## src/rtl/cpwm_pkg.sv

```systemverilog
package cpwm_pkg;
  typedef enum logic {DIR_DN = 1'b0, DIR_UP = 1'b1} dir_e;

  // Compare events seen by one leg in one cycle
  typedef struct packed {
    logic neg_off;  // main counter, rising slope
    logic pos_off;  // main counter, falling slope
    logic pos_on;   // lag counter, rising slope
    logic neg_on;   // lag counter, falling slope
  } evt_t;
endpackage

```

## src/rtl/cpwm_tri_cnt.sv

```systemverilog
module cpwm_tri_cnt
  import cpwm_pkg::*;
#(
  parameter int CW = 16
) (
  input  logic          clk,
  input  logic          rst_n,
  input  logic          tick,
  input  logic [CW-1:0] period,
  output logic [CW-1:0] cnt,
  output dir_e          dir,
  output logic          turn
);
  logic [CW-1:0] cnt_q, cnt_d;
  dir_e          dir_q, dir_d;

  always_comb begin
    cnt_d = cnt_q;
    dir_d = dir_q;
    if (tick) begin
      if (dir_q == DIR_UP) begin
        if (cnt_q >= period) begin
          cnt_d = cnt_q - 1'b1;
          dir_d = DIR_DN;
        end else begin
          cnt_d = cnt_q + 1'b1;
        end
      end else begin
        if (cnt_q == '0) begin
          cnt_d = cnt_q + 1'b1;
          dir_d = DIR_UP;
        end else begin
          cnt_d = cnt_q - 1'b1;
        end
      end
    end
  end

  always_ff @(posedge clk or negedge rst_n) begin
    if (!rst_n) begin
      cnt_q <= '0;
      dir_q <= DIR_DN;
    end else begin
      cnt_q <= cnt_d;
      dir_q <= dir_d;
    end
  end

  assign cnt  = cnt_q;
  assign dir  = dir_q;
  assign turn = (cnt_q == '0) || (cnt_q == period);
endmodule

```

## src/rtl/cpwm_cmp.sv

```systemverilog
module cpwm_cmp
  import cpwm_pkg::*;
#(
  parameter int CW = 16
) (
  input  logic          clk,
  input  logic          rst_n,
  input  logic          tick,
  input  logic          turn,
  input  logic [CW-1:0] duty,
  input  logic [CW-1:0] cnt,
  input  dir_e          dir,
  output logic          up_hit,
  output logic          dn_hit
);
  logic [CW-1:0] buf_q, buf_d;
  logic          eq;

  always_comb begin
    buf_d = buf_q;
    if (tick && turn) buf_d = duty;
  end

  always_ff @(posedge clk or negedge rst_n) begin
    if (!rst_n) buf_q <= '0;
    else        buf_q <= buf_d;
  end

  // A zero buffer (only before the first load) never matches
  assign eq     = tick && (buf_q != '0) && (cnt == buf_q);
  assign up_hit = eq && (dir == DIR_UP);
  assign dn_hit = eq && (dir == DIR_DN);
endmodule

```

## src/rtl/cpwm_leg.sv

```systemverilog
module cpwm_leg
  import cpwm_pkg::*;
(
  input  logic clk,
  input  logic rst_n,
  input  evt_t ev,
  output logic pos,
  output logic neg
);
  logic pos_q, pos_d, neg_q, neg_d;
  logic arm_pos_q, arm_pos_d, arm_neg_q, arm_neg_d;

  always_comb begin
    pos_d     = pos_q;
    neg_d     = neg_q;
    arm_pos_d = arm_pos_q;
    arm_neg_d = arm_neg_q;
    // turn-off events first: they close the opposite window
    if (ev.neg_off) begin
      neg_d     = 1'b0;
      arm_pos_d = 1'b1;
      arm_neg_d = 1'b0;
    end
    if (ev.pos_off) begin
      pos_d     = 1'b0;
      arm_neg_d = 1'b1;
      arm_pos_d = 1'b0;
    end
    // turn-on only while still armed after the off handling
    if (ev.pos_on && arm_pos_d && !ev.pos_off) pos_d = 1'b1;
    if (ev.neg_on && arm_neg_d && !ev.neg_off) neg_d = 1'b1;
  end

  always_ff @(posedge clk or negedge rst_n) begin
    if (!rst_n) begin
      pos_q     <= 1'b0;
      neg_q     <= 1'b0;
      arm_pos_q <= 1'b0;
      arm_neg_q <= 1'b0;
    end else begin
      pos_q     <= pos_d;
      neg_q     <= neg_d;
      arm_pos_q <= arm_pos_d;
      arm_neg_q <= arm_neg_d;
    end
  end

  assign pos = pos_q;
  assign neg = neg_q;
endmodule

```

## src/rtl/cpwm_top.sv

```systemverilog
module cpwm_top
  import cpwm_pkg::*;
#(
  parameter int NPH = 3,
  parameter int CW  = 16
) (
  input  logic                    clk,
  input  logic                    rst_n,
  input  logic                    en,
  input  logic [CW-1:0]           period,
  input  logic [CW-1:0]           dead,
  input  logic [NPH-1:0][CW-1:0]  duty,
  input  logic [NPH-1:0]          pol,
  output logic [NPH-1:0]          gate_hi,
  output logic [NPH-1:0]          gate_lo
);
  logic rst_meta_n, rst_s_n;

  always_ff @(posedge clk or negedge rst_n) begin
    if (!rst_n) begin
      rst_meta_n <= 1'b0;
      rst_s_n    <= 1'b0;
    end else begin
      rst_meta_n <= 1'b1;
      rst_s_n    <= rst_meta_n;
    end
  end

  // Lag counter starts after the main counter has made `dead` steps
  logic [CW-1:0] dly_q, dly_d;
  logic          lag_run_q, lag_run_d;

  always_comb begin
    dly_d     = dly_q;
    lag_run_d = lag_run_q;
    if (en && !lag_run_q) begin
      dly_d = dly_q + 1'b1;
      if (dly_d == dead) lag_run_d = 1'b1;
    end
  end

  always_ff @(posedge clk or negedge rst_s_n) begin
    if (!rst_s_n) begin
      dly_q     <= '0;
      lag_run_q <= 1'b0;
    end else begin
      dly_q     <= dly_d;
      lag_run_q <= lag_run_d;
    end
  end

  logic          m_tick, l_tick, m_turn, l_turn;
  logic [CW-1:0] m_cnt, l_cnt;
  dir_e          m_dir, l_dir;

  assign m_tick = en;
  assign l_tick = en && lag_run_q;

  cpwm_tri_cnt #(.CW(CW)) u_main (
    .clk(clk), .rst_n(rst_s_n), .tick(m_tick), .period(period),
    .cnt(m_cnt), .dir(m_dir), .turn(m_turn)
  );

  cpwm_tri_cnt #(.CW(CW)) u_lag (
    .clk(clk), .rst_n(rst_s_n), .tick(l_tick), .period(period),
    .cnt(l_cnt), .dir(l_dir), .turn(l_turn)
  );

  for (genvar i = 0; i < NPH; i++) begin : g_leg
    evt_t ev;
    logic pos, neg;

    cpwm_cmp #(.CW(CW)) u_cmp_m (
      .clk(clk), .rst_n(rst_s_n), .tick(m_tick), .turn(m_turn),
      .duty(duty[i]), .cnt(m_cnt), .dir(m_dir),
      .up_hit(ev.neg_off), .dn_hit(ev.pos_off)
    );

    cpwm_cmp #(.CW(CW)) u_cmp_l (
      .clk(clk), .rst_n(rst_s_n), .tick(l_tick), .turn(l_turn),
      .duty(duty[i]), .cnt(l_cnt), .dir(l_dir),
      .up_hit(ev.pos_on), .dn_hit(ev.neg_on)
    );

    cpwm_leg u_leg (
      .clk(clk), .rst_n(rst_s_n), .ev(ev), .pos(pos), .neg(neg)
    );

    assign gate_hi[i] = pos ^ pol[i];
    assign gate_lo[i] = neg ^ pol[i];
  end
endmodule

```

## config.mk

```make
export PLATFORM = sky130hd
export DESIGN_NAME = cpwm_top
export DESIGN_NICKNAME = d
export VERILOG_FILES = /design/src/rtl/cpwm_pkg.sv /design/src/rtl/cpwm_tri_cnt.sv /design/src/rtl/cpwm_cmp.sv /design/src/rtl/cpwm_leg.sv /design/src/rtl/cpwm_top.sv
export SDC_FILE = /design/constraint.sdc
export NUM_CORES = 1
export LEC_CHECK = 0
export ABC_AREA = 1
export CORE_UTILIZATION = 51
export DETAILED_ROUTE_END_ITERATION = 8
export HOLD_SLACK_MARGIN = 0.15
export MAX_ROUTING_LAYER = met4
export PLACE_DENSITY_LB_ADDON = 0.25
export SLEW_MARGIN = 20
export SYNTH_ARGS = -nofsm -noshare
export SYNTH_HDL_FRONTEND = slang
export SYNTH_SLANG_ARGS = --single-unit
```

## constraint.sdc

```tcl
create_clock -name clk -period 5.8 [get_ports clk]
set_input_delay 1.74 -clock clk [delete_from_list [all_inputs] [get_ports clk]]
set_output_delay 1.74 -clock clk [all_outputs]
set_load 0.02 [all_outputs]
```

* Word-level counts from Yosys, hierarchy flattened
Cells that the tools add are included.
Cells by class: add/subtract/negate cells 5, order comparisons 2, equality and inequality tests 9, muxes and demuxes 36, bitwise logic cells 8, reductions and logical operators 64
Operators with widths (number):
- $eq 16x16->1 | 9
- $mux 16 | 6
- $reduce_bool 16->1 | 6
- $add 16x1->16 const B | 3
- $logic_and 1x1->1 | 40
- $ge 16x16->1 | 2
- $logic_not 16->1 | 2
- $sub 16x1->16 const B | 2
- $mux 1 | 30
- $reduce_bool 2->1 | 6
- $logic_not 1->1 | 7
- $xor 1x1->1 | 6
- $logic_or 1x1->1 | 2
- $not 1->1 | 2
- $reduce_and 2->1 | 1
Storage, ports and cells: flip-flop bits (word level) 161, input port bits 86, output and inout bits 6, word-level logic and storage cells 150

* Logic depth before layout (Yosys ltp)
Gate-level depths: netlist of run 1.
depth after elaboration 9, depth in mapped cells 17, depth with buffers taken out 16

* Hierarchy
A second synthesis of run 1 with hierarchy kept.
Unflattened totals: cells, all modules 1895, area total of the unflattened synthesis 12136.6 µm²
By module, submodules not included:
- cpwm_cmp | instances 6, cells an instance 160, area each 996.0 µm², sequential area each 400.4 µm²
- cpwm_tri_cnt at u_lag | instances 1, cells an instance 324, area each 2102.0 µm², sequential area each 425.4 µm²
- cpwm_tri_cnt at u_main | instances 1, cells an instance 327, area each 2102.0 µm², sequential area each 425.4 µm²
- cpwm_top | instances 1, cells an instance 236, area each 1510.2 µm², sequential area each 475.5 µm²
- cpwm_leg | instances 3, cells an instance 16, area each 148.9 µm², sequential area each 100.1 µm²

* Worst setup path before layout of run 1
No wires, ideal clock.
path kind input to output, from input pol[0], to output gate_hi[0], data arrival time 2.094 ns, data required time 4.060 ns, setup slack 1.966 ns, cell stages on the path 1, buffers on the path 0, cell sequence xor2_1
On the way: longest elaborated chain between the ends 1
RTL lines:
- from (decl) | line cpwm_top.sv:13 | input logic [NPH-1:0] pol,
- $xor 1x1->1 | line cpwm_top.sv:89 | assign gate_hi[i] = pos ^ pol[i];
- to (decl) | line cpwm_top.sv:14 | output logic [NPH-1:0] gate_hi,
Every way passes these cells.

* Final worst setup path of run 1
from input pol[1], to output gate_hi[1]
The elaborated chain is that of the path after synthesis.

==> results of run 1 <==
## metrics by stage
stage | worst slack [ns] | instances | area [µm²]
global route | 0.987 | 1952 | 13000
detailed placement | 1.03 | 1920 | 12400
finish | 1.04 | 1952 | 13000
global placement | 1.05 | 1920 | 12400
floorplan | 0.982 | 1605 | 11500
CTS | 1.03 | 1952 | 13000
## state kept, by name, indices dropped and copies added, names as in the netlist
| signal | count |
|---|---|
| g_leg.u_cmp_l.buf_q | 48 |
| g_leg.u_cmp_m.buf_q | 48 |
| dly_q | 16 |
| u_lag.cnt | 16 |
| u_main.cnt | 16 |
| g_leg.u_leg.arm_neg_q | 3 |
| g_leg.u_leg.arm_pos_q | 3 |
| g_leg.u_leg.neg | 3 |
| g_leg.u_leg.pos | 3 |
| lag_run_q | 1 |
| rst_meta_n | 1 |
| rst_s_n | 1 |
| u_lag.dir | 1 |
| u_main.dir | 1 |
## final cells by class
class	count	area share [%]
clock buffer	22	3.66
clock inverter	10	0.965
inverter	184	5.33
multi-input combinational	1196	48.6
sequential	161	31.1
tap	280	2.70
timing repair buffer	99	7.68
## metal layers
metal | vias to the layer above | wire length, µm | GRT usage, % | part of all wire, %
met5 | - | 0 | - | 0
met4 | 0 | 1070 | 10.8 | 3.1
met2 | 595 | 14900 | 45.0 | 43
met1 | 5089 | 15500 | 45.7 | 44
met3 | 82 | 3520 | 5.85 | 10
li1 | 5256 | - | - | -
## worst reg2reg max path: cells and delay by family (launching register included)
family / cells / cell delay (ns)
buf+inv: 2 / 0.52
fa+ha+maj: 1 / 0.44
simple gates: 5 / 0.45
flops: 1 / 0.66
compound gates: 2 / 0.72
## cell families after synthesis
kind of cell / Yosys count / synth area share [%]
AOI/OAI and AO/OA: 189 / 10.0
adders and majority gates: 39 / 4.26
other: 1 / 0.0327
xor gates and xnor gates: 88 / 6.85
buffers and inverters: 248 / 9.86
and+or+nand+nor: 879 / 33.8
DFF: 161 / 35.2
## synthesized netlist by cell type (3+ instances only)
library cell / count
a21oi_1: 26
inv_2: 7
o21ai_1: 8
nand3b_1: 20
nand2_2: 23
buf_2: 30
nor2_4: 6
inv_1: 172
o22ai_1: 26
nand3_1: 159
o221ai_1: 3
o21ai_0: 79
clkinv_1: 5
nor2_2: 8
xnor2_1: 29
o21ai_2: 30
nor2_1: 145
buf_6: 14
ha_1: 39
xor2_1: 58
buf_4: 5
o21a_1: 3
clkbuf_1: 9
nand2_1: 459
dfrtp_1: 161
nor3_1: 24
o21bai_1: 4
nand4_1: 25
## worst paths after layout
path                       slack (ns)                         end  cells after the start           start
max                              1.04                  gate_hi[1]                      3          pol[1]
min                              0.35                     rst_s_n                      0      rst_meta_n
max reg2reg                      2.92  g_leg[2].u_cmp_m.buf_q[11]                     10  u_main.cnt[12]
min reg2reg                      0.35                     rst_s_n                      0      rst_meta_n
max in group asynchronous        4.21                     rst_s_n                      1           rst_n
min in group asynchronous        0.50  g_leg[0].u_cmp_m.buf_q[15]                      1         rst_s_n
## power groups by stage
| stage | Clock (mW) | Sequential [mW] | Combinational [mW] |
|---|---|---|---|
| 2_1_floorplan | 0 | 1.59 | 1.95 |
| 3_3_place_gp | 0 | 2.00 | 2.11 |
| 3_5_place_dp | 0 | 2.01 | 2.17 |
| 4_1_cts | 1.17 | 1.99 | 2.19 |
| 5_1_grt | 1.21 | 2.04 | 2.51 |
| 6_report | 1.16 | 2.02 | 2.22 |
==> results.cfg, run 1 <==
[placement]
gp_congestion = 0.948
numPortBuffers = 91
dp_hpwl_mm = 25.8

[worst_setup_path]
critPathMostFrequentCell = clkdlybuf4s50_1
cp_slowest_stage_delay_ns = 0.62
path_class = input port to primary output
cp_top_family = buffers and inverters
crit_fanout = 2
path_cells = clkdlybuf4s50_1 > xor2_1 > clkdlybuf4s50_1
arrival_ns = 3.02
start_kind = input port
worstPathRequired_ns = 4.06
cp-end-kind = primary output
crit_slowest_cell = clkdlybuf4s50_1
crit_buf_inv = 2

[power_and_ir_drop]
p_sw_mw = 2.45
p_int_mw = 2.95
seqPwrFrac_pct = 37.4
p_leak_nw = 6.25
p_comb_share_pct = 41.1
ir_worst_vdd_v = 0.000249
pwr_density_cell_mw_per_mm2 = 417
clkPwrFrac_pct = 21.5
swShare_pct = 45.4
power.total_mw = 5.40

[global_routing]
grt_pass1_vias = 10300
grt_usage_pct = 31.9
grt_pass1_wl_mm = 56.0
antenna_found_initial = 0
grt_max_degree = 160
overflow = 0

[floorplan]
core_mm2 = 0.0219
start_util_pct = 52.3
die_y_um = 152
rows = 54
die_w_um = 152
die_area_mm2 = 0.0231
pin_count = 92

[timing]
tightest_slew_ns = 0.875
slew_headroom_pct = 41.7
hold_violations = 0
drv_slew = 0
setup_tns_ns = 0
rsz0062_at_grt = false
setup_viol = 0
finalCritPeriodShare_pct = 82.1
hold-worst-slack_ns = 0.354
clock.fmax_ghz = 0.210
skew_ns = 0.0137
min_period_ns = 4.76

[synth]
seq_area_frac_synth_pct = 35.2
synth-seq-cells = 161
async_flop_share_pct = 100
synth_area_per_cell_um2 = 7.14
synth_edf_count = 0
synth_top_cell_by_area = dfrtp_1
synth_area_leaders = dfrtp_1 (35%), nand2_1 (15%), nand3_1 (6.9%)
yosys_warnings = 0
synth.distinct_cells = 49
synth_area_mm2 = 0.0115
synth_nets = 1730
syn_inst = 1605
synth.top_cell.area_share_pct = 35.2
synth_ff_type = dfrtp_1

[layout]
fin_util_pct = 59.2
nets = 1784
seqCellArea_mm2 = 0.00403
drive_above_1_share_pct = 7.30
multiInputGateArea_mm2 = 0.00630
nFillCells = 2075
layout_common_cells = nand2_1 (459), inv_1 (172), dfrtp_1 (160), nand3_1 (159), nor2_1 (145)
diodes = 0
area_growth_syn_to_layout_pct = 13.2
final_common_cell = nand2_1

[cts]
cts_root_buf = clkbuf_16
cts_resized = 0
htree_levels = 4
cts_hold_buffers = 0
clk_path_buf_depth = 2
cts_tree = built
path_clk_slew_ns = 0.07
clk_latency_ns = 0.43
cts_buffers = 17
cts_setup_buffers = 0
cts.sinks = 161

[detailed_routing]
drtIter0Drc = 1354
antenna_left = 0
viasPerCell = 5.65
drt_pass1_iterations = 7
remaining_drc_errors = 0
totalWireLength_mm = 35.0
wl_per_cell_um = 17.9
vias = 11000

[job]
cap_violations = 0

[worst_hold_path]
hp-class = register to register

[outcome]
status = finished clean
Power figures use the tool's default switching activity.
==> inputs of run 2 (changes only) <==
==> constraint.sdc (replaced) <==
create_clock -name clk -period 4.74 [get_ports clk]
set_input_delay 1.422 -clock clk [delete_from_list [all_inputs] [get_ports clk]]
set_output_delay 1.422 -clock clk [all_outputs]
set_load 0.02 [all_outputs]
==> run 2 against run 1 <==
  * Worst setup slack got worse by 0.42 ns
  * Flip-flop and latch count did not move
  * Final cell count rose by 0.15%
  * Combinational power rose by 23%
  * Via count rose by 1.4%
  * Hold slack improved by 0.024 ns
  * Sequential share of layout area fell by 0.087 points
  * Clock power rose by 26%
  * Count of clock-buffer cells in the layout fell by 5
  * Critical path depth did not move
==> results.cfg, run 2 (synthesis gave the netlist of run 1 again) <==
[timing]
min_period_ns = 4.12
slew_headroom_pct = 39.2
tightest_slew_ns = 0.911
rsz0062_at_grt = false
hold_violations = 0
finalCritPeriodShare_pct = 86.9
setup_viol = 0
clock.fmax_ghz = 0.243
skew_ns = 0.0175
drv_slew = 0
setup_tns_ns = 0

[worst_setup_path]
cp-startpoint = pol[2]
cp-end-kind = primary output
start_kind = input port
crit_fanout = 2
r2r_slack_ns = 2.07
worstPathRequired_ns = 3.32
r2r_end = u_main.cnt[4]
arrival_ns = 2.69
path_class = input port to primary output
timing.rr.start = u_main.cnt[12]
crit_end = gate_hi[2]
worst_r2r_path_depth = 11

[detailed_routing]
viasPerCell = 5.72
drtIter0Drc = 1079
antenna_left = 0
remaining_drc_errors = 0
drt_pass1_iterations = 6
totalWireLength_mm = 35.2
vias = 11200
wl_per_cell_um = 18.0

[power_and_ir_drop]
swShare_pct = 46.1
ir_worst_vdd_v = 0.000258
p_sw_mw = 3.07
pwr_density_cell_mw_per_mm2 = 512
seqPwrFrac_pct = 37.2
p_leak_nw = 6.29
clkPwrFrac_pct = 21.9
p_comb_share_pct = 40.9
p_int_mw = 3.59

[cts]
cts_setup_buffers = 0
clk_latency_ns = 0.45
path_clk_slew_ns = 0.07
cts_root_buf = clkbuf_16
cts_resized = 0
htree_levels = 4
cts.sinks = 161
cts_hold_buffers = 0
cts_buffers = 17
cts_tree = built
clk_path_buf_depth = 2

[layout]
drive_above_1_share_pct = 7.58
diodes = 0
final_common_cell = nand2_1
layout_common_cells = nand2_1 (459), inv_1 (172), dfrtp_1 (160), nand3_1 (159), nor2_1 (145)
nets = 1787
area_growth_syn_to_layout_pct = 13.5
reg.largest.list = g_leg.u_cmp_l.buf_q (48), g_leg.u_cmp_m.buf_q (48)
final_area_mm2 = 0.0130

[placement]
gp_congestion = 0.976
placed_area_mm2 = 0.0124
numPortBuffers = 91
dp_hpwl_mm = 26.3

[floorplan]
die_w_um = 152
pin_count = 92
core_mm2 = 0.0219
rows = 54
die_y_um = 152
start_util_pct = 52.3
die_area_mm2 = 0.0231

[job]
cap_violations = 0

[outcome]
status = finished clean

[global_routing]
antenna_found_initial = 0
grt_max_degree = 160
overflow = 0
grt_usage_pct = 32.2
grt_pass1_wl_mm = 56.4
grt_pass1_vias = 10500

[worst_hold_path]
hp-class = register to register
worstHoldStart = rst_meta_n
==> run 2: critical path: stages <==
cell	delay [ns]
clkdlybuf4s50_1	0.51
xor2_1	0.15
clkdlybuf4s50_1	0.61
==> run 2: final cells by class <==
class	instances	area (µm²)
inverter	184	691
tap	280	350
fill	2082	8890
clock buffer	17	425
clock inverter	15	188
multi-input combinational	1196	6300
timing repair buffer	102	1020
sequential	161	4030
==> run 2: through the flow <==
| stage | utilization [%] | setup slack, ns | power [mW] | cells | hold WS, ns |
|---|---|---|---|---|---|
| floorplan | - | 1.54 | 4.34 | 1605 | 0.331 |
| global placement | 56.6 | 0.625 | 5.04 | 1923 | 0.337 |
| detailed placement | 56.6 | 0.617 | 5.12 | 1923 | 0.365 |
| CTS | 59.4 | 0.612 | 6.60 | 1955 | 0.382 |
| global route | 59.4 | 0.532 | 7.13 | 1955 | 0.387 |
| finish | 59.4 | 0.623 | 6.66 | 1955 | 0.378 |
==> run 2: worst min-delay path by stage <==
stage | end | slack (ns) | depth (start not counted)
5_1_grt | rst_s_n | 0.39 | 0
2_1_floorplan | rst_s_n | 0.33 | 0
6_report | rst_s_n | 0.38 | 0
3_5_place_dp | rst_s_n | 0.36 | 0
4_1_cts | rst_s_n | 0.38 | 0
3_3_place_gp | rst_s_n | 0.34 | 0
==> run 2: routing by layer <==
layer | GRT usage, % | part of all wire (%) | vias to the layer above | routed length [µm]
met5 | - | 0 | - | 0
met4 | 11.6 | 3.0 | 0 | 1070
met3 | 5.33 | 9.8 | 82 | 3450
met2 | 47.6 | 43 | 600 | 15300
met1 | 44.4 | 44 | 5217 | 15400
li1 | - | - | 5275 | -
==> run 2: power by group through the flow <==
stage / Sequential (mW) / Combinational (mW) / Clock (mW)
6_report: 2.48 / 2.73 / 1.46
3_5_place_dp: 2.46 / 2.66 / 0
5_1_grt: 2.50 / 3.10 / 1.53
3_3_place_gp: 2.45 / 2.59 / 0
4_1_cts: 2.44 / 2.69 / 1.47
2_1_floorplan: 1.95 / 2.39 / 0
